==> config.mk <==
export PLATFORM = sky130hd
export DESIGN_NAME = char_raster_addr
export DESIGN_NICKNAME = d
export VERILOG_FILES = /design/src/rtl/char_raster_addr.sv
export SDC_FILE = /design/constraint.sdc
export NUM_CORES = 1
export LEC_CHECK = 0
export BUFFER_PORTS_ARGS = -buffer_cell sky130_fd_sc_hd__buf_2
export CAP_MARGIN = 20
export CORE_MARGIN = 2
export CORE_UTILIZATION = 50
export DETAILED_ROUTE_END_ITERATION = 10
export PLACE_DENSITY = 0.78
export REMOVE_ABC_BUFFERS = 1
export SLEW_MARGIN = 10
export SYNTH_ARGS = -nofsm -noshare
export SYNTH_HDL_FRONTEND = slang
export SYNTH_SLANG_ARGS = --single-unit
==> constraint.sdc <==
create_clock -name clk -period 2.75 [get_ports clk]
set_input_delay 0.1375 -clock clk [delete_from_list [all_inputs] [get_ports clk]]
set_output_delay 0.1375 -clock clk [all_outputs]
set_load 0.005 [all_outputs]
==> src/rtl/char_raster_addr.sv <==
module char_raster_addr #(
  parameter int COLS     = 24,
  parameter int ROWS     = 12,
  parameter int ROWS_ALT = 10,
  parameter int CELL_W   = 12,
  parameter int CELL_H   = 18,
  parameter int POSW     = 6,
  parameter int LINEW    = 10,
  parameter int OFF_525  = 20,
  parameter int OFF_625  = 25
) (
  input  logic                      clk,
  input  logic                      rst_n,
  input  logic                      dot_en,
  input  logic                      hsync,
  input  logic                      vsync,
  input  logic                      disp_en,
  input  logic                      std625,
  input  logic                      ten_rows,
  input  logic [POSW-1:0]           vpos,
  input  logic [POSW-1:0]           hpos,
  input  logic [1:0]                vsz_first,
  input  logic [1:0]                vsz_rest,
  input  logic [1:0]                hsz_first,
  input  logic [1:0]                hsz_rest,
  output logic [$clog2(ROWS)-1:0]   row,
  output logic [$clog2(COLS)-1:0]   col,
  output logic [$clog2(CELL_H)-1:0] dot_y,
  output logic [$clog2(CELL_W)-1:0] dot_x,
  output logic                      active
);
  localparam int RW = $clog2(ROWS);
  localparam int CW = $clog2(COLS);
  localparam int YW = $clog2(CELL_H);
  localparam int XW = $clog2(CELL_W);
  localparam int HW = POSW + 1;
  localparam logic [RW-1:0]    ROW_END  = RW'(ROWS - 1);
  localparam logic [RW-1:0]    ROW_END2 = RW'(ROWS_ALT - 1);
  localparam logic [CW-1:0]    COL_END  = CW'(COLS - 1);
  localparam logic [YW-1:0]    DY_END   = YW'(CELL_H - 1);
  localparam logic [XW-1:0]    DX_END   = XW'(CELL_W - 1);
  localparam logic [LINEW-1:0] LOFF_A   = LINEW'(OFF_525);
  localparam logic [LINEW-1:0] LOFF_B   = LINEW'(OFF_625);

  function automatic logic [1:0] rep_last(input logic [1:0] code);
    return (code == 2'b10) ? 2'd2 : (code == 2'b01) ? 2'd1 : 2'd0;
  endfunction

  logic [LINEW-1:0] vline;
  logic             vin, hin;
  logic [1:0]       vrep, hrep;
  logic [HW-1:0]    hcnt;

  wire              first_row = (row == '0);
  wire [1:0]        vlast     = rep_last(first_row ? vsz_first : vsz_rest);
  wire [1:0]        hlast     = rep_last(first_row ? hsz_first : hsz_rest);
  wire [RW-1:0]     row_end   = ten_rows ? ROW_END2 : ROW_END;
  wire [LINEW-1:0]  vstart    = (std625 ? LOFF_B : LOFF_A) + LINEW'({vpos, 1'b0});
  wire [LINEW-1:0]  vline_nx  = vline + 1'b1;
  wire [HW-1:0]     hstart    = {hpos, 1'b0};
  wire [HW-1:0]     hcnt_nx   = hcnt + 1'b1;

  assign active = vin && hin && disp_en;

  always_ff @(posedge clk or negedge rst_n) begin
    if (!rst_n) begin
      vline <= '0; vin <= 1'b0; vrep <= '0; row <= '0; dot_y <= '0;
    end else if (vsync) begin
      vline <= '0; vin <= 1'b0; vrep <= '0; row <= '0; dot_y <= '0;
    end else if (hsync) begin
      if (vline != '1) vline <= vline_nx;
      if (!vin) begin
        if (vline != '1 && vline_nx == vstart) begin
          vin <= 1'b1; vrep <= '0; row <= '0; dot_y <= '0;
        end
      end else if (vrep == vlast) begin
        vrep <= '0;
        if (dot_y == DY_END) begin
          dot_y <= '0;
          if (row == row_end) vin <= 1'b0;
          else row <= row + 1'b1;
        end else begin
          dot_y <= dot_y + 1'b1;
        end
      end else begin
        vrep <= vrep + 1'b1;
      end
    end
  end

  always_ff @(posedge clk or negedge rst_n) begin
    if (!rst_n) begin
      hcnt <= '0; hin <= 1'b0; hrep <= '0; col <= '0; dot_x <= '0;
    end else if (hsync) begin
      hcnt <= '0; hin <= (hpos == '0); hrep <= '0; col <= '0; dot_x <= '0;
    end else if (dot_en) begin
      if (!hin) begin
        if (hcnt != '1) begin
          hcnt <= hcnt_nx;
          if (hcnt_nx == hstart) hin <= 1'b1;
        end
      end else if (hrep == hlast) begin
        hrep <= '0;
        if (dot_x == DX_END) begin
          dot_x <= '0;
          if (col == COL_END) hin <= 1'b0;
          else col <= col + 1'b1;
        end else begin
          dot_x <= dot_x + 1'b1;
        end
      end else begin
        hrep <= hrep + 1'b1;
      end
    end
  end
endmodule

### Yosys cells after proc, flatten, opt, wreduce, memory -nomap -nowiden

Index checks and enable logic that the tools add are counted.

| storage, ports and cells | value |
|---|---|
| bits in registers | 41 |
| word-level logic and storage cells | 122 |

| cells by class | value |
|---|---|
| add/sub/neg operators | 9 |
| eq/ne operators | 19 |
| muxes and demuxes | 63 |
| reduce and logical (&&, ||, !) cells | 21 |

Operator list:

| cell | number |
|---|---|
| $mux 5 | 12 |
| $mux 4 | 13 |
| $mux 10 | 3 |
| $mux 2 | 14 |
| $mux 7 | 4 |
| $mux 1 | 17 |
| $reduce_bool 2->1 | 7 |
| $add 10x1->10 const B | 1 |
| $add 5x1->5 const B | 2 |
| $eq 10x8->1 | 1 |
| $eq 5x5->1 const B | 2 |
| $ne 10x10->1 const B | 1 |
| $reduce_and 5->1 | 2 |
| $reduce_and 3->1 | 3 |
| $add 4x1->4 const B | 2 |
| $add 5x7->8 | 1 |
| $add 7x1->7 const B | 1 |
| $eq 7x7->1 | 1 |
| $ne 7x7->1 const B | 1 |
| $logic_not 6->1 | 1 |
| $ne 3x2->1 const B | 2 |
| $reduce_and 2->1 | 3 |
| $add 2x1->2 const B | 2 |
| $eq 2x1->1 const B | 2 |
| other kinds (9) | 14 |

### Logic depth before layout (Yosys ltp)

| logic depth | value |
|---|---|
| depth in word-level cells | 10 |
| depth in mapped cells | 10 |
| mapped depth without buffers | 10 |

### Worst setup path after synthesis

No wires, ideal clock.

| timing | value |
|---|---|
| path kind | reg2reg |
| start | register row[1] |
| end | register dot_x[0] |
| library setup time | 78 ps |
| data arrival time | 2,518 ps |
| data required time | 2,672 ps |
| slack | 154 ps |
| stages on the path, launching flop included | 10 |
| path buffers | 1 |
| clock period less this slack | 2,596 ps |
| cells stage by stage | dfrtp_1 > inv_1 > ha_1 > nor3b_4 > mux2_4 > or3_1 > o211a_1 > buf_6 > or4_1 > a21oi_1 |

| between the ends | value |
|---|---|
| longest elaborated chain between the ends | 8 |

RTL lines:

| what | RTL line | RTL |
|---|---|---|
| start: declaration | 26 | `output logic [$clog2(ROWS)-1:0] row,` |
| start signal: assignment | 81 | `else row <= row + 1'b1;` |
| $logic_not 4->1 * | 54 | `wire first_row = (row == '0);` |
| $mux 2 * | 56 | `wire [1:0] hlast = rep_last(first_row ? hsz_first : hsz_rest);` |
| $eq 2x1->1 | 46 | `return (code == 2'b10) ? 2'd2 : (code == 2'b01) ? 2'd1 : 2'd0;` |
| $mux 1 | 46 |  |
| $mux 2 * | 46 |  |
| $eq 2x2->1 * | 102 | `end else if (hrep == hlast) begin` |
| $reduce_bool 2->1 (no line) * | -- |  |
| $reduce_and 3->1 (no line) * | -- |  |
| end signal: assignment | 109 | `dot_x <= dot_x + 1'b1;` |
| end: declaration | 29 | `output logic [$clog2(CELL_W)-1:0] dot_x,` |

Mark *: on every way between the ends. The rest lies on a longest branch, timed or not.
A chain may end at the register's enable or synchronous reset.

### Worst setup path in the final report

| timing | value |
|---|---|
| start | register row[0] |
| end | register col[4] |

| between the ends | value |
|---|---|
| longest elaborated chain between the ends | 8 |

RTL lines:

| what | RTL line | RTL |
|---|---|---|
| $logic_not 4->1 * | 54 |  |
| $mux 2 * | 56 |  |
| $eq 2x1->1 | 46 |  |
| $mux 1 | 46 |  |
| $mux 2 * | 46 |  |
| $eq 2x2->1 * | 102 |  |
| $reduce_bool 2->1 (no line) * | -- |  |
| $reduce_and 5->1 (no line) * | -- |  |
| end signal: assignment | 107 | `else col <= col + 1'b1;` |
| end: declaration | 27 | `output logic [$clog2(COLS)-1:0] col,` |

Marks and branches as above.

==> summary.md <==
| Metric | Value |
|---|---|
| Worst skew pair latency | `310 ps` |
| Final hold vios | `0` |
| Layout cells sized above 1 | `0.208` |
| EDFF count, synth | `0` |
| Core area | `5990 um^2` |
| Post-layout nets | `462` |
| Worst Path Arrival | `around 2900 ps` |
| GRT Residual Overflow | `0` |
| Clock skew | `7.83 ps` |
| CP max stage delay | `about 500 ps` |
| Clock-pin transition on the worst setup and hold timing paths | `approximately 90 ps` |
| Num rows | `28` |
| Async S/R FF share, synth | `1.00` |
| Worst-Margin Slew | `around 950 ps` |
| Hold Path Class | `in -> reg` |
| Root buffer cell | `clkbuf_8` |
| Fmax | `0.378 GHz` |
| Via Count | `2965` |
| Synthesized area per cell | `8.56 um^2` |
| Sequential area share after synthesis | `0.327` |
| P_leak | `0.00162 uW` |
| Crit-path max FO | `8` |
| Port Buf Inserts | `46` |
| Final period util | `0.962` |
| Slowest CP cell | `or4_1` |
| Unique masters post-synth | `61` |
| RePlAce Congestion | `between 0.8 and 0.9` |
| Startpoint types | `register` |
| Drc violations | `0` |
| First-pass GRT wire length | `12.9 mm` |
| Largest net degree at the start of global routing | `42` |
| H-tree lvl count | `2` |
| Layout overhead on the synthesized area | `17.7%` |
| Max Slew Vio Count | `0` |
| DRT iter0 DRCs | `118` |
| Io pins | `47` |
| Total power | `1430 uW` |
| GRT Total Usage | `0.223` |
| Initial Util | `0.524` |
| Initial antenna violation count | `0` |
| Die area | `roughly 6900 um^2` |
| Flops & latches, synth | `41` |
| Seq. cell area | `1030 um^2` |
| TritonCTS clock tree | `built` |
| Antenna cells | `0` |
| Tmin final | `2650 ps` |
| Number of fillers in the final layout | `518` |
| Detailed Routing Iterations Pass 1 | `4` |
| Total wire length | `7.49 mm` |
| VDD IR max | `between 0.2 and 0.3 mV` |
| Data required, critical path | `around 3000 ps` |
| Max Buffers Root-to-Sink | `2` |
| Max-slew headroom | `0.365` |
| Syn. warnings | `0` |
| Top delay family on crit path | `simple AND/OR/NAND/NOR gates` |
| Clock sink total | `41` |
| Most frequent cells in the layout | `buf_2 (46), dfrtp_1 (41), nor2_1 (32)` |
| Status | `finished, final reports clean` |
| Die width | `83.3 um` |
| ANT nets after route | `0` |
| Dpl hpwl | `5.30 mm` |
| Critical path buffers and inverters | `1` |
| Multi-input gate area | `2000 um^2` |
| Syn Inst Count | `~370` |
| Pwr dens | `387 nW/um^2` |
| Dominant synthesized flop cell | `dfrtp_1` |
| Most common cell after layout, fill and taps aside | `buf_2` |
| Area after DPL | `3520 um^2` |
| Avg WL per Cell | `15.0 um` |
| Vias in the first global route | `2741` |
| Chip Height | `83.3 um` |
| Final Hold Slack | `174 ps` |
| Worst Path Class, Setup | `reg -> reg` |
| Final instance area | `roughly 3700 um^2` |
| Final setup TNS | `0 ps` |
| Crit path capture type | `register` |
| Synth Cell Area | `around 3100 um^2` |
| Via density | `5.94` |
| CTS Buf Count | `5` |
| Max_cap viols | `0` |
| Worst-path cell chain | `inv_1, ha_1, nor3b_4, mux2_4, or3_4, o211a_4, or4_1, a21oi_1` |
| Final setup viols | `0` |
[flip-flops by register name, indices dropped and copies added (netlist names)]
| name | count |
|---|---|
| vrep | 2 |
| hcnt | 7 |
| dot_x | 4 |
| hin | 1 |
| row | 4 |
| hrep | 2 |
| col | 5 |
| vline | 10 |
| dot_y | 5 |
| vin | 1 |
[routing by layer]
metal / global-route usage / wire length, um / up-vias
met5: 0 / 0 / -
met4: 0.0656 / 78 / 0
met3: 0.0408 / 357 / 11
met2: 0.345 / 3490 / 78
met1: 0.318 / 3560 / 1421
li1: - / - / 1455
[through the flow]
step	utilization	setup WS (ps)	std cells
4_1_cts	0.612	28.7	497
3_3_place_gp	0.588	44.8	488
3_5_place_dp	0.588	-32.6	488
5_1_grt	0.617	-15.8	499
6_report	0.617	104	499
2_1_floorplan	-	185	350
[power by group]
part / leakage (uW) / switching (uW) / internal [uW]
Sequential: 0.000570 / 8.23 / 609
Combinational: 0.000981 / 116 / 87.9
Clock: 0.0000687 / 245 / 366
Total: 0.00162 / 369 / 1060
[kinds of logic after synthesis]
group / after synthesis / share of synthesized area
buf+inv: 33 / 0.0426
mux: 10 / 0.0342
compound gates: 78 / 0.176
simple gates: 159 / 0.276
flops: 41 / 0.327
xor+xnor: 35 / 0.0976
fa+ha+maj: 11 / 0.0462
[cell usage after synthesis (9+ instances only)]
master | number | area (um^2)
a21oi_1 | 19 | 95.1
nor2_1 | 32 | 120
nand4_1 | 9 | 56.3
nand3_1 | 23 | 115
xor2_1 | 16 | 140
dfrtp_1 | 41 | 1030
clkbuf_1 | 14 | 52.6
inv_1 | 16 | 60.1
xnor2_1 | 19 | 166
o21ai_0 | 10 | 50.1
ha_1 | 10 | 125
nor3_1 | 10 | 50.1
nand2_1 | 30 | 113
[what timing repair did]
action	in CTS	in global routing
endpoints found under the hold margin	24	0
setup endpoints to repair	0	8
resized for setup	0	4
hold buffers	1	0
buffers inserted	0	2
[final timing paths]
path | from | endpoint | slack [ps] | cells after the start
max | row[0]$_DFFE_PN0P_ | col[4]$_DFFE_PN0P_ | 100 | 8
min | vsync | vline[2]$_DFFE_PN0P_ | 170 | 2
max reg2reg | row[0]$_DFFE_PN0P_ | col[4]$_DFFE_PN0P_ | 100 | 8
min reg2reg | col[1]$_DFFE_PN0P_ | col[1]$_DFFE_PN0P_ | 590 | 2
max in group asynchronous | rst_n | vline[1]$_DFFE_PN0P_ | 1640 | 2
min in group asynchronous | rst_n | hcnt[2]$_DFFE_PN0P_ | 500 | 2
[final cells by class]
type                            count  share of cell area
Tap cell                           75              0.0254
Clock buffer                        5              0.0186
Sequential cell                    41               0.277
Clock inverter                      3              0.0186
Inverter                           16              0.0162
Timing Repair Buffer               66               0.104
Multi-Input combinational cell    293               0.540
(Power assumes the default switching activity.)
